## src/rtl/rg_pkg.sv

```systemverilog
package rg_pkg;

  typedef enum logic [2:0] {
    ST_FSTART = 3'd0,
    ST_ACT    = 3'd1,
    ST_HBLK   = 3'd2,
    ST_FEND   = 3'd3,
    ST_VBLK   = 3'd4
  } rg_state_e;

  typedef struct packed {
    logic zoom;
    logic col_skip;
    logic row_skip;
    logic col_mirror;
    logic row_mirror;
  } rg_mode_t;

endpackage

```

## src/rtl/rg_shadow.sv

```systemverilog
module rg_shadow
  import rg_pkg::*;
#(
  parameter int ROW_W = 9,
  parameter int COL_W = 10,
  parameter int HB_W  = 10,
  parameter int VB_W  = 10,
  parameter int DIV_W = 4,
  parameter int CNT_W = 14
) (
  input  logic             clk,
  input  logic             load,
  input  logic [ROW_W-1:0] in_row_start,
  input  logic [COL_W-1:0] in_col_start,
  input  logic [ROW_W-1:0] in_height,
  input  logic [COL_W-1:0] in_width,
  input  logic [HB_W-1:0]  in_hblank,
  input  logic [VB_W-1:0]  in_vblank,
  input  logic [DIV_W-1:0] in_div,
  input  rg_mode_t         in_mode,
  output logic [ROW_W-1:0] sh_row_start,
  output logic [COL_W-1:0] sh_col_start,
  output logic [VB_W-1:0]  sh_vblank,
  output rg_mode_t         sh_mode,
  output logic [ROW_W-1:0] n_rows,
  output logic [COL_W-1:0] n_cols,
  output logic [CNT_W-1:0] act_len,
  output logic [CNT_W-1:0] hb_len,
  output logic [CNT_W-1:0] fb_len,
  output logic [CNT_W-1:0] row_time
);

  logic [ROW_W-1:0] sh_height;
  logic [COL_W-1:0] sh_width;
  logic [HB_W-1:0]  sh_hblank;
  logic [DIV_W-1:0] sh_div;
  logic [ROW_W-1:0] h_eff;
  logic [COL_W-1:0] w_eff;

  // Working copies change only when the sequencer wraps to a new frame
  always_ff @(posedge clk) begin
    if (load) begin
      sh_row_start <= in_row_start;
      sh_col_start <= in_col_start;
      sh_height    <= in_height;
      sh_width     <= in_width;
      sh_hblank    <= in_hblank;
      sh_vblank    <= in_vblank;
      sh_div       <= in_div;
      sh_mode      <= in_mode;
    end
  end

  always_comb begin
    h_eff    = sh_mode.row_skip ? (sh_height >> 1) : sh_height;
    w_eff    = sh_mode.col_skip ? (sh_width >> 1) : sh_width;
    n_rows   = (h_eff == '0) ? ROW_W'(1) : h_eff;
    n_cols   = (w_eff == '0) ? COL_W'(1) : w_eff;
    act_len  = sh_mode.zoom ? (CNT_W'(n_cols) << 1) : CNT_W'(n_cols);
    hb_len   = CNT_W'(sh_hblank);
    fb_len   = CNT_W'(3) * (CNT_W'(sh_div) + CNT_W'(2));
    row_time = act_len + hb_len;
  end

endmodule

```

## src/rtl/rg_seq.sv

```systemverilog
module rg_seq
  import rg_pkg::*;
#(
  parameter int ROW_W = 9,
  parameter int VB_W  = 10,
  parameter int CNT_W = 14
) (
  input  logic             clk,
  input  logic             rst,
  input  logic             step,
  input  logic [ROW_W-1:0] n_rows,
  input  logic [CNT_W-1:0] act_len,
  input  logic [CNT_W-1:0] hb_len,
  input  logic [CNT_W-1:0] fb_len,
  input  logic [CNT_W-1:0] row_time,
  input  logic [VB_W-1:0]  vblank,
  output rg_state_e        state,
  output logic [CNT_W-1:0] slot_cnt,
  output logic [ROW_W-1:0] row_idx,
  output logic             frame_wrap
);

  localparam logic [CNT_W-1:0] C_ONE = CNT_W'(1);
  localparam logic [ROW_W-1:0] R_ONE = ROW_W'(1);
  localparam logic [VB_W-1:0]  V_ONE = VB_W'(1);

  rg_state_e        nxt_state;
  logic [CNT_W-1:0] nxt_cnt;
  logic [ROW_W-1:0] nxt_row;
  logic [VB_W-1:0]  vrow, nxt_vrow;
  logic             wrap;

  always_comb begin
    nxt_state = state;
    nxt_cnt   = slot_cnt + C_ONE;
    nxt_row   = row_idx;
    nxt_vrow  = vrow;
    wrap      = 1'b0;
    case (state)
      ST_FSTART: if (slot_cnt == fb_len - C_ONE) begin
        nxt_state = ST_ACT;
        nxt_cnt   = '0;
        nxt_row   = '0;
      end
      ST_ACT: if (slot_cnt == act_len - C_ONE) begin
        nxt_cnt = '0;
        if (row_idx == n_rows - R_ONE)  nxt_state = ST_FEND;
        else if (hb_len == '0)          nxt_row   = row_idx + R_ONE;
        else                            nxt_state = ST_HBLK;
      end
      ST_HBLK: if (slot_cnt == hb_len - C_ONE) begin
        nxt_state = ST_ACT;
        nxt_cnt   = '0;
        nxt_row   = row_idx + R_ONE;
      end
      ST_FEND: if (slot_cnt == fb_len - C_ONE) begin
        nxt_cnt  = '0;
        nxt_vrow = '0;
        if (vblank == '0) begin
          nxt_state = ST_FSTART;
          wrap      = 1'b1;
        end else begin
          nxt_state = ST_VBLK;
        end
      end
      ST_VBLK: if (slot_cnt == row_time - C_ONE) begin
        nxt_cnt = '0;
        if (vrow == vblank - V_ONE) begin
          nxt_state = ST_FSTART;
          wrap      = 1'b1;
        end else begin
          nxt_vrow = vrow + V_ONE;
        end
      end
      default: begin
        nxt_state = ST_FSTART;
        nxt_cnt   = '0;
      end
    endcase
  end

  assign frame_wrap = step & wrap;

  always_ff @(posedge clk) begin
    if (rst) begin
      state    <= ST_FSTART;
      slot_cnt <= '0;
      row_idx  <= '0;
      vrow     <= '0;
    end else if (step) begin
      state    <= nxt_state;
      slot_cnt <= nxt_cnt;
      row_idx  <= nxt_row;
      vrow     <= nxt_vrow;
    end
  end

  AST_ROW_IDX_BOUND: assert property (@(posedge clk) disable iff (rst)
    (state == ST_ACT) |-> (row_idx < n_rows));
  AST_WRAP_STARTS_FRAME: assert property (@(posedge clk) disable iff (rst)
    frame_wrap |=> (state == ST_FSTART && slot_cnt == '0));

endmodule

```

## src/rtl/rg_axis.sv

```systemverilog
module rg_axis #(
  parameter int W     = 9,
  parameter int BLACK = 6,
  parameter int LIMIT = 496
) (
  input  logic [W-1:0] idx,
  input  logic [W-1:0] count,
  input  logic [W-1:0] start,
  input  logic         mirror,
  input  logic         skip,
  output logic [W-1:0] addr
);

  localparam int SW = W + 2;
  localparam logic [SW-1:0] TOP = SW'(LIMIT - 1);

  logic [W-1:0]  k;
  logic [SW-1:0] off, sum;

  always_comb begin
    k    = mirror ? (count - W'(1) - idx) : idx;
    off  = skip ? (SW'(k) << 1) : SW'(k);
    sum  = SW'(BLACK) + SW'(start) + off;
    addr = (sum > TOP) ? W'(LIMIT - 1) : sum[W-1:0];
  end

endmodule

```

## src/rtl/pix_raster_gen.sv

```systemverilog
module pix_raster_gen
  import rg_pkg::*;
#(
  parameter int ARRAY_ROWS = 496,
  parameter int ARRAY_COLS = 668,
  parameter int BLACK_ROWS = 6,
  parameter int BLACK_COLS = 18,
  parameter int ROW_W      = $clog2(ARRAY_ROWS),
  parameter int COL_W      = $clog2(ARRAY_COLS),
  parameter int HB_W       = 10,
  parameter int VB_W       = 10,
  parameter int DIV_W      = 4,
  parameter int DATA_W     = 10
) (
  input  logic              clk,
  input  logic              rst,
  input  logic [ROW_W-1:0]  cfg_row_start,
  input  logic [COL_W-1:0]  cfg_col_start,
  input  logic [ROW_W-1:0]  cfg_height,
  input  logic [COL_W-1:0]  cfg_width,
  input  logic [HB_W-1:0]   cfg_hblank,
  input  logic [VB_W-1:0]   cfg_vblank,
  input  logic [DIV_W-1:0]  cfg_clk_div,
  input  logic [4:0]        cfg_mode,
  output logic              pix_clk,
  output logic              frame_valid,
  output logic              line_valid,
  output logic [ROW_W-1:0]  row_addr,
  output logic [COL_W-1:0]  col_addr,
  output logic [DATA_W-1:0] pix_data
);

  localparam int WMAX  = (COL_W + 1 > HB_W) ? COL_W + 1 : HB_W;
  localparam int CNT_W = ((WMAX > DIV_W + 2) ? WMAX : DIV_W + 2) + 2;
  localparam int SUM_W = ((ROW_W > COL_W) ? ROW_W : COL_W) + 1;

  rg_mode_t         in_mode, sh_mode;
  logic [ROW_W-1:0] sh_row_start, n_rows, row_idx, row_a;
  logic [COL_W-1:0] sh_col_start, n_cols, col_idx, col_a;
  logic [VB_W-1:0]  sh_vblank;
  logic [CNT_W-1:0] act_len, hb_len, fb_len, row_time, slot_cnt;
  rg_state_e        state;
  logic             frame_wrap, in_act;

  assign in_mode = rg_mode_t'(cfg_mode);

  rg_shadow #(
    .ROW_W(ROW_W), .COL_W(COL_W), .HB_W(HB_W), .VB_W(VB_W),
    .DIV_W(DIV_W), .CNT_W(CNT_W)
  ) u_shadow (
    .clk(clk), .load(rst | frame_wrap),
    .in_row_start(cfg_row_start), .in_col_start(cfg_col_start),
    .in_height(cfg_height), .in_width(cfg_width),
    .in_hblank(cfg_hblank), .in_vblank(cfg_vblank),
    .in_div(cfg_clk_div), .in_mode(in_mode),
    .sh_row_start(sh_row_start), .sh_col_start(sh_col_start),
    .sh_vblank(sh_vblank), .sh_mode(sh_mode),
    .n_rows(n_rows), .n_cols(n_cols), .act_len(act_len),
    .hb_len(hb_len), .fb_len(fb_len), .row_time(row_time)
  );

  rg_seq #(.ROW_W(ROW_W), .VB_W(VB_W), .CNT_W(CNT_W)) u_seq (
    .clk(clk), .rst(rst), .step(pix_clk),
    .n_rows(n_rows), .act_len(act_len), .hb_len(hb_len),
    .fb_len(fb_len), .row_time(row_time), .vblank(sh_vblank),
    .state(state), .slot_cnt(slot_cnt), .row_idx(row_idx),
    .frame_wrap(frame_wrap)
  );

  // Repeat mode spends two slots on each column index
  assign col_idx = COL_W'(sh_mode.zoom ? (slot_cnt >> 1) : slot_cnt);

  rg_axis #(.W(ROW_W), .BLACK(BLACK_ROWS), .LIMIT(ARRAY_ROWS)) u_row_axis (
    .idx(row_idx), .count(n_rows), .start(sh_row_start),
    .mirror(sh_mode.row_mirror), .skip(sh_mode.row_skip), .addr(row_a)
  );

  rg_axis #(.W(COL_W), .BLACK(BLACK_COLS), .LIMIT(ARRAY_COLS)) u_col_axis (
    .idx(col_idx), .count(n_cols), .start(sh_col_start),
    .mirror(sh_mode.col_mirror), .skip(sh_mode.col_skip), .addr(col_a)
  );

  assign in_act = (state == ST_ACT);

  // Outputs update on the edge where pix_clk drops; it rises one clock later
  always_ff @(posedge clk) begin
    if (rst) begin
      pix_clk     <= 1'b1;
      frame_valid <= 1'b0;
      line_valid  <= 1'b0;
      row_addr    <= '0;
      col_addr    <= '0;
      pix_data    <= '0;
    end else begin
      pix_clk <= ~pix_clk;
      if (pix_clk) begin
        frame_valid <= (state != ST_VBLK);
        line_valid  <= in_act;
        row_addr    <= in_act ? row_a : '0;
        col_addr    <= in_act ? col_a : '0;
        pix_data    <= in_act ? DATA_W'(SUM_W'(row_a) + SUM_W'(col_a)) : '0;
      end
    end
  end

  AST_PCLK_TOGGLES: assert property (@(posedge clk) disable iff (rst)
    1'b1 |=> (pix_clk != $past(pix_clk)));
  AST_HOLD_WHILE_PCLK_HIGH: assert property (@(posedge clk) disable iff (rst)
    pix_clk |-> ($stable(frame_valid) && $stable(line_valid) &&
                 $stable(row_addr) && $stable(col_addr) && $stable(pix_data)));
  AST_LV_INSIDE_FV: assert property (@(posedge clk) disable iff (rst)
    line_valid |-> frame_valid);
  AST_ROW_IN_ARRAY: assert property (@(posedge clk) disable iff (rst)
    row_addr <= ROW_W'(ARRAY_ROWS - 1));
  AST_COL_IN_ARRAY: assert property (@(posedge clk) disable iff (rst)
    col_addr <= COL_W'(ARRAY_COLS - 1));
  AST_IDLE_OUTPUTS_ZERO: assert property (@(posedge clk) disable iff (rst)
    !line_valid |-> (pix_data == '0 && row_addr == '0 && col_addr == '0));

endmodule

```

## config.mk

```make
export PLATFORM = sky130hd
export DESIGN_NAME = pix_raster_gen
export DESIGN_NICKNAME = d
export VERILOG_FILES = /design/src/rtl/rg_pkg.sv /design/src/rtl/rg_shadow.sv /design/src/rtl/rg_seq.sv /design/src/rtl/rg_axis.sv /design/src/rtl/pix_raster_gen.sv
export SDC_FILE = /design/constraint.sdc
export NUM_CORES = 1
export LEC_CHECK = 0
export BUFFER_PORTS_ARGS = -buffer_cell sky130_fd_sc_hd__buf_4
export CORE_ASPECT_RATIO = 1.25
export CORE_MARGIN = 8
export CORE_UTILIZATION = 55
export CTS_CLUSTER_SIZE = 8
export DETAILED_ROUTE_END_ITERATION = 10
export PLACE_DENSITY_LB_ADDON = 0.15
export SLEW_MARGIN = 5
export SYNTH_ARGS = -nofsm -noshare
export SYNTH_HDL_FRONTEND = slang
export SYNTH_SLANG_ARGS = --single-unit
```

## constraint.sdc

```tcl
create_clock -name clk -period 11.6 [get_ports clk]
set_clock_uncertainty 0.1 [all_clocks]
set_input_delay 2.32 -clock clk [delete_from_list [all_inputs] [get_ports clk]]
set_output_delay 2.32 -clock clk [all_outputs]
set_load 0.03 [all_outputs]
```

# --- Word-level counts from Yosys, hierarchy flattened ---
# Index checks and enable logic that the tools add are counted.
classes:
  n_addsub: 19
  multipliers: 1
  magnitude_cmp: 2
  eq_ne: 21
  n_mux: 45
  bitwise: 3
  reduce_logical: 11
ops:
  columns: ["cell", "n"]
  rows:
  - ["2-to-1 mux 10 bit", 11]
  - ["2-to-1 mux 9 bit", 10]
  - ["== test 13 bit", 4]
  - ["2-to-1 mux 13 bit", 4]
  - ["case mux 13 bit (4 select lines)", 1]
  - ["2-to-1 mux 3 bit", 9]
  - ["case mux 9 bit (3 select lines)", 1]
  - ["subtractor 13 x 1 -> 13 bit (second input constant)", 2]
  - ["2-to-1 mux 11 bit", 2]
  - ["zero test 10 bit", 2]
  - ["case mux 10 bit (2 select lines)", 1]
  - ["subtractor 10 x 1 -> 10 bit (second input constant)", 2]
  - ["case mux 3 bit (5 select lines)", 1]
  - ["!= test 2 x 1 -> 1 bit (second input constant)", 7]
  - ["adder 13 x 1 -> 13 bit (second input constant)", 1]
  - ["adder 13 x 10 -> 13 bit", 1]
  - ["zero test 13 bit", 1]
  - ["multiplier 2 x 13 -> 13 bit (first input constant)", 1]
  - ["adder 12 bit", 1]
  - ["greater-than comparator 12 x 10 -> 1 bit (second input constant)", 1]
  - ["subtractor 11 x 1 -> 12 bit (second input constant)", 1]
  - ["adder 11 bit", 1]
  - ["adder 5 x 10 -> 11 bit (first input constant)", 1]
  - ["greater-than comparator 11 x 9 -> 1 bit (second input constant)", 1]
  - ["other kinds (30)", 35]
word_totals:
  register_bits: 134
  out_inout_bits: 32
  word_cells: 124

# --- Logic depth before layout (Yosys ltp) ---
depth:
  word_depth: 12
  mapped_depth: 38

# --- Cells and area by module ---
# A second synthesis with hierarchy kept.
hier_totals:
  hier_cells: 1316
  area_unflattened_um2: 11741.3
by_module_without_submodules:
  columns: ["module", "n_inst", "cells_each", "area_each_um2", "seq_area_each_um2"]
  rows:
  - ["rg_seq", 1, 598, 4346.7, 700.7]
  - ["rg_shadow", 1, 212, 3205.6, 2011.9]
  - ["pix_raster_gen", 1, 172, 1586.5, 640.6]
  - ["rg_axis at u_col_axis", 1, 179, 1377.6, 0.0]
  - ["rg_axis at u_row_axis", 1, 155, 1224.9, 0.0]

# --- Least setup slack after synthesis ---
# Ideal clock, no wire load.
synth_timing:
  path_type: "flip-flop to flip-flop"
  startpoint: "register u_shadow.sh_mode[3] (netlist name)"
  endpoint: "register u_shadow.sh_col_start[0] (enable)"
  setup_time_ps: 584
  t_arrival_ps: 8248
  path_slack_ps: 2667
  stages_incl_launch_ff: 19
  n_path_buf: 3
  period_less_slack_ps: 8933
  cell_sequence: "edfxtp_1 -> buf_6 -> buf_6 -> clkbuf_1 -> a21oi_1 -> nand2_1 -> o21ai_0 -> ha_1 -> inv_1 -> ha_1 -> fa_1 -> a21oi_1 -> o211ai_1 -> a221oi_1 -> mux2i_1 -> a211oi_2 -> nand2_1 -> o32a_1 -> o21ai_0"
synth_between:
  elab_chain_len: 11
synth_lines:
  columns: ["item", "line", "rtl"]
  rows:
  - ["2-to-1 mux 10 bit (*)", "rg_shadow.sv:56", "w_eff = sh_mode.col_skip ? (sh_width >> 1) : sh_width;"]
  - ["zero test 10 bit", "rg_shadow.sv:58", "n_cols = (w_eff == '0) ? COL_W'(1) : w_eff;"]
  - ["2-to-1 mux 10 bit (*)", "rg_shadow.sv:58", null]
  - ["2-to-1 mux 11 bit (*)", "rg_shadow.sv:59", "act_len = sh_mode.zoom ? (CNT_W'(n_cols) << 1) : CNT_W'(n_cols);"]
  - ["adder 13 x 10 -> 13 bit (*)", "rg_shadow.sv:62", "row_time = act_len + hb_len;"]
  - ["subtractor 13 x 1 -> 13 bit (*)", "rg_seq.sv:66", "ST_VBLK: if (slot_cnt == row_time - C_ONE) begin"]
  - ["== test 13 bit (*)", "rg_seq.sv:66", null]
  - ["2-to-1 mux 1 bit (*)", "rg_seq.sv:66", null]
  - ["case mux 1 bit (2 select lines) (*)", "rg_seq.sv:39", "case (state)"]
  - ["bitwise AND 1 bit (*)", "rg_seq.sv:82", "assign frame_wrap = step & wrap;"]
  - ["OR 1 bit (*)", "pix_raster_gen.sv:51", ".clk(clk), .load(rst | frame_wrap),"]
  - ["named net u_shadow.load", "rg_shadow.sv:12", "input logic load,"]
  - ["to (signal assigned)", "rg_shadow.sv:44", "sh_col_start <= in_col_start;"]
  - ["to (decl)", "rg_shadow.sv:22", "output logic [COL_W-1:0] sh_col_start,"]
# The timed path passes the listed nets; every way through them passes the cells marked *.
# A chain may end at the register's enable or synchronous reset.

# --- Worst setup path after layout ---
layout_timing:
  startpoint: "register u_shadow.sh_mode[3] (netlist name)"
  endpoint: "register pix_data[8]"
layout_between:
  elab_chain_len: 12
layout_lines:
  columns: ["item", "line", "rtl"]
  rows:
  - ["2-to-1 mux 10 bit", "rg_shadow.sv:56", null]
  - ["zero test 10 bit", "rg_shadow.sv:58", null]
  - ["2-to-1 mux 10 bit", "rg_shadow.sv:58", null]
  - ["subtractor 10 x 1 -> 10 bit", "rg_axis.sv:21", "k = mirror ? (count - W'(1) - idx) : idx;"]
  - ["subtractor 10 bit", "rg_axis.sv:21", null]
  - ["2-to-1 mux 10 bit", "rg_axis.sv:21", null]
  - ["2-to-1 mux 11 bit (*)", "rg_axis.sv:22", "off = skip ? (SW'(k) << 1) : SW'(k);"]
  - ["adder 12 bit (*)", "rg_axis.sv:23", "sum = SW'(BLACK) + SW'(start) + off;"]
  - ["greater-than comparator 12 x 10 -> 1 bit", "rg_axis.sv:24", "addr = (sum > TOP) ? W'(LIMIT - 1) : sum[W-1:0];"]
  - ["2-to-1 mux 10 bit (*)", "rg_axis.sv:24", null]
  - ["adder 9 x 10 -> 10 bit (*)", "pix_raster_gen.sv:101", "pix_data <= in_act ? DATA_W'(SUM_W'(row_a) + SUM_W'(col_a)) : '0;"]
  - ["2-to-1 mux 10 bit (*)", "pix_raster_gen.sv:101", null]
  - ["to (signal assigned)", "pix_raster_gen.sv:101", null]
  - ["to (decl)", "pix_raster_gen.sv:30", "output logic [DATA_W-1:0] pix_data"]
# Every way passes the cells marked *; elsewhere a longest branch is shown, timed or not.

==> key figures <==
Hold path
  – Hold depth: 2
  – HP Class: reg -> reg

Detailed routing
  – Top Layer Used: met4
  – Vias per std cell: 5.85
  – DR vias: slightly below 10000
  – Residual DRC: 0
  – TritonRoute pass-1 iters: 6
  – Post-DR wirelength/cell: about 18 µm
  – Post-DRT Antenna Nets: 0
  – Met3 wire len: about 1300 µm
  – Final wirelength: about 29000 µm
  – Met2 wire length: between 10000 and 15000 µm
  – 1st-iter DRT viols: between 700 and 800
  – Routed met1 length: 12400 µm

Setup path
  – Setup crit end kind: flop
  – R2R cell count: 32
  – Startpoint types: flop
  – Critical path peak fanout: 37
  – Worst path slowest cell: a2111oi_0
  – CP max stage delay: about 600 ps
  – WP data arrival: between 8000 and 9000 ps
  – CP most frequent cell: o21ai_0
  – Worst EP required: between 10000 and 15000 ps
  – Setup CP Type: reg -> reg

STA
  – Achievable Freq: between 100 and 150 MHz
  – Period utilization: a little over two thirds
  – Unrepaired setup endpoints after global routing: false
  – Slew HR: between 20% and 30%
  – Max Slew Vio Count: 0
  – Hold Fails Final Rpt: 0
  – Least-Margin Pin Slew: ~1100 ps
  – Final WS setup: ~3500 ps
  – Final min period: a little over 8000 ps
  – Setup TNS: 0 ps
  – Final setup violation count: 0

Pwr
  – Pwr dens: 137 nW/µm²
  – Pleak: around 5.3 nW
  – Peak VDD IR: around 0.10 mV

Synthesis
  – Count of different cell masters after synthesis: slightly above 100
  – Post-Syn Area: between 10000 and 15000 µm²
  – Largest cells by area after synthesis: edfxtp_1 (18%), dfxtp_1 (12%), ha_1 (9.6%)
  – Number of flops mapped to enable cells by yosys: 67
  – Synth warn: 0
  – Register area share after synthesis: around 29%
  – Post-synth net total: 1462
  – Main synth FF type: edfxtp_1
  – Synthesized instance count: 1299
  – Register bit count reported by yosys: 134
  – Cell taking the most area after synthesis: edfxtp_1
  – Share of the synthesized area in the top cell type: around 18%
  – Syn_area_per_cell: approximately 8.8 µm²
  – Ys async rst share: 0%

Global routing
  – First-pass GRT wire length: 46800 µm
  – Total gr overflow: 0
  – Pin count of the biggest net entering global routing: 42
  – Gr usage total: between 20% and 30%
  – Antenna violations before repair: 0
  – Vias in the first global route: ~9400

Clock network
  – CTS H-tree lvls: 4
  – Worst-Skew Late Latency: roughly 420 ps
  – TritonCTS clock tree: done
  – Clk root buf: clkbuf_16
  – CTS resizes: 0
  – Post-CTS Setup Bufs: 0
  – Clock-pin slew reported for the worst setup and hold paths after clock tree synthesis: approximately 70 ps
  – # hold bufs at CTS: 0
  – CTS Buf Count: 17
  – Maximum root-to-sink buffer count: 2
  – # clock sinks: 134

Run status
  – Run status: finished clean

Die
  – Die Area: 25600 µm²
  – Core area: ~20000 µm²
  – I/O pin cnt: between 100 and 150
  – Starting Density: 55.4%
  – Die Y: around 180 µm
  – Std-Cell Rows: 59
  – Overall die width: around 140 µm

Final layout
  – Most frequent cells in the layout: inv_1 (113), buf_4 (104), nor2_1 (97)
  – Fillers: ~1800
  – Commonest non-fill, non-tap cell in the layout: inv_1
  – Diode count: 0
  – Register area: approximately 3400 µm²
  – Share of layout cells above drive strength 1: between 10 and 15%
  – Multi-input logic area: around 7300 µm²
  – Net count, final: ~1500
  – Area delta synth->final: 12.9%

Placed design
  – DPL Wire Length: 22000 µm
  – Place WS: 3660 ps
  – RePlAce Congestion: between 0.9 and 1
  – IO buf count: 100

Job
  – Max-Cap Viols: 0
logic make-up (layout without fill, tap and decap cells):
| logic type | after synthesis | in the layout | synth area share, % |
|---|---|---|---|
| compound gates | 308 | 308 | 18.8 |
| mux | 64 | 64 | 6.09 |
| flops | 134 | 134 | 29.5 |
| buf+inv | 166 | 249 | 6.06 |
| xor+xnor | 115 | 115 | 8.93 |
| simple gates | 417 | 417 | 19.7 |
| fa+ha+maj | 95 | 95 | 10.9 |
layout make-up:
type                       count  share of cell area, %
clock buffer                  18                   3.42
clock inverter                14                   1.18
inverter                     113                   3.31
multi-input combinational    999                   57.2
sequential                   134                   26.1
tap                          274                   2.67
timing repair buffer         104                   6.08
path summary, 6_finish.rpt:
| kind | end | slack, ps | from |
|---|---|---|---|
| max | pix_data[8]$_SDFFE_PP0P_ | 3510 | u_shadow.sh_mode[3]$_DFFE_PP_ |
| min | row_addr[6]$_SDFFE_PP0P_ | 360 | row_addr[6]$_SDFFE_PP0P_ |
| max reg2reg | pix_data[8]$_SDFFE_PP0P_ | 3510 | u_shadow.sh_mode[3]$_DFFE_PP_ |
| min reg2reg | row_addr[6]$_SDFFE_PP0P_ | 360 | row_addr[6]$_SDFFE_PP0P_ |
flip-flops by register name, indices dropped and copies added (netlist names):
signal                 cells
line_valid                 1
pix_data                  10
u_shadow.sh_vblank        10
u_shadow.sh_height         9
u_seq.vrow                10
col_addr                  10
row_addr                   9
pix_clk                    1
u_seq.state                3
frame_valid                1
u_shadow.sh_hblank        10
u_shadow.sh_col_start     10
u_shadow.sh_width         10
u_seq.slot_cnt            13
u_shadow.sh_div            4
u_seq.row_idx              9
u_shadow.sh_mode           5
u_shadow.sh_row_start      9
worst max-delay path, delay by kind of cell (launching register included):
kind | cells | cell delay [ps]
adders and majority gates | 4 | 980
xor gates and xnor gates | 2 | 380
buffers and inverters | 3 | 570
DFF | 1 | 320
and+or+nand+nor | 4 | 800
muxes | 2 | 740
AOI/OAI and AO/OA | 17 | 4060
per-layer routing:
metal,global-route usage [%],up-vias
li1,-,4878
met1,27.6,4491
met2,40.7,271
met3,3.64,51
met4,7.26,0
met5,0,-
report_power, final:
group | internal [W] | leakage (nW) | switching (W)
logic | 0.000275 | 3.80 | 0.000379
registers | 0.000521 | 1.20 | 0.0000347
clock network | 0.000311 | 0.293 | 0.000238
per-stage QoR:
stage               total power [W]  cells  cell area (µm²)  hold slack, ps  util, %
floorplan                   0.00106   1299            11400             401        -
global placement            0.00120   1624            12200             341     59.6
detailed placement          0.00121   1624            12200             353     59.6
CTS                         0.00176   1656            12800             368     62.5
global route                0.00185   1656            12800             394     62.5
finish                      0.00176   1656            12800             363     62.5
synth_stat cells, types with 8 or more instances:
cell type  instances
nand2_1           82
or2_2             10
mux2_2            14
edfxtp_1          67
inv_1            113
xor2_1            49
a211oi_1           9
o211ai_1          13
nor2b_1           18
ha_1              87
or3_1              8
nand4_1           24
a21oi_1           67
dfxtp_1           67
o21ai_0           70
o21a_1             8
a32o_1             8
nor4_1            11
a21boi_0           8
nand3_1           35
a31oi_1           14
and3_1            15
a22oi_1            8
nor2_1            98
o31ai_1           14
mux2i_1           41
clkbuf_1          24
and2_1            12
a21o_1            15
nand2b_1          17
buf_1              8
buf_2             13
nor3_1            39
xnor2_1           65
(Power assumes the default switching activity.)
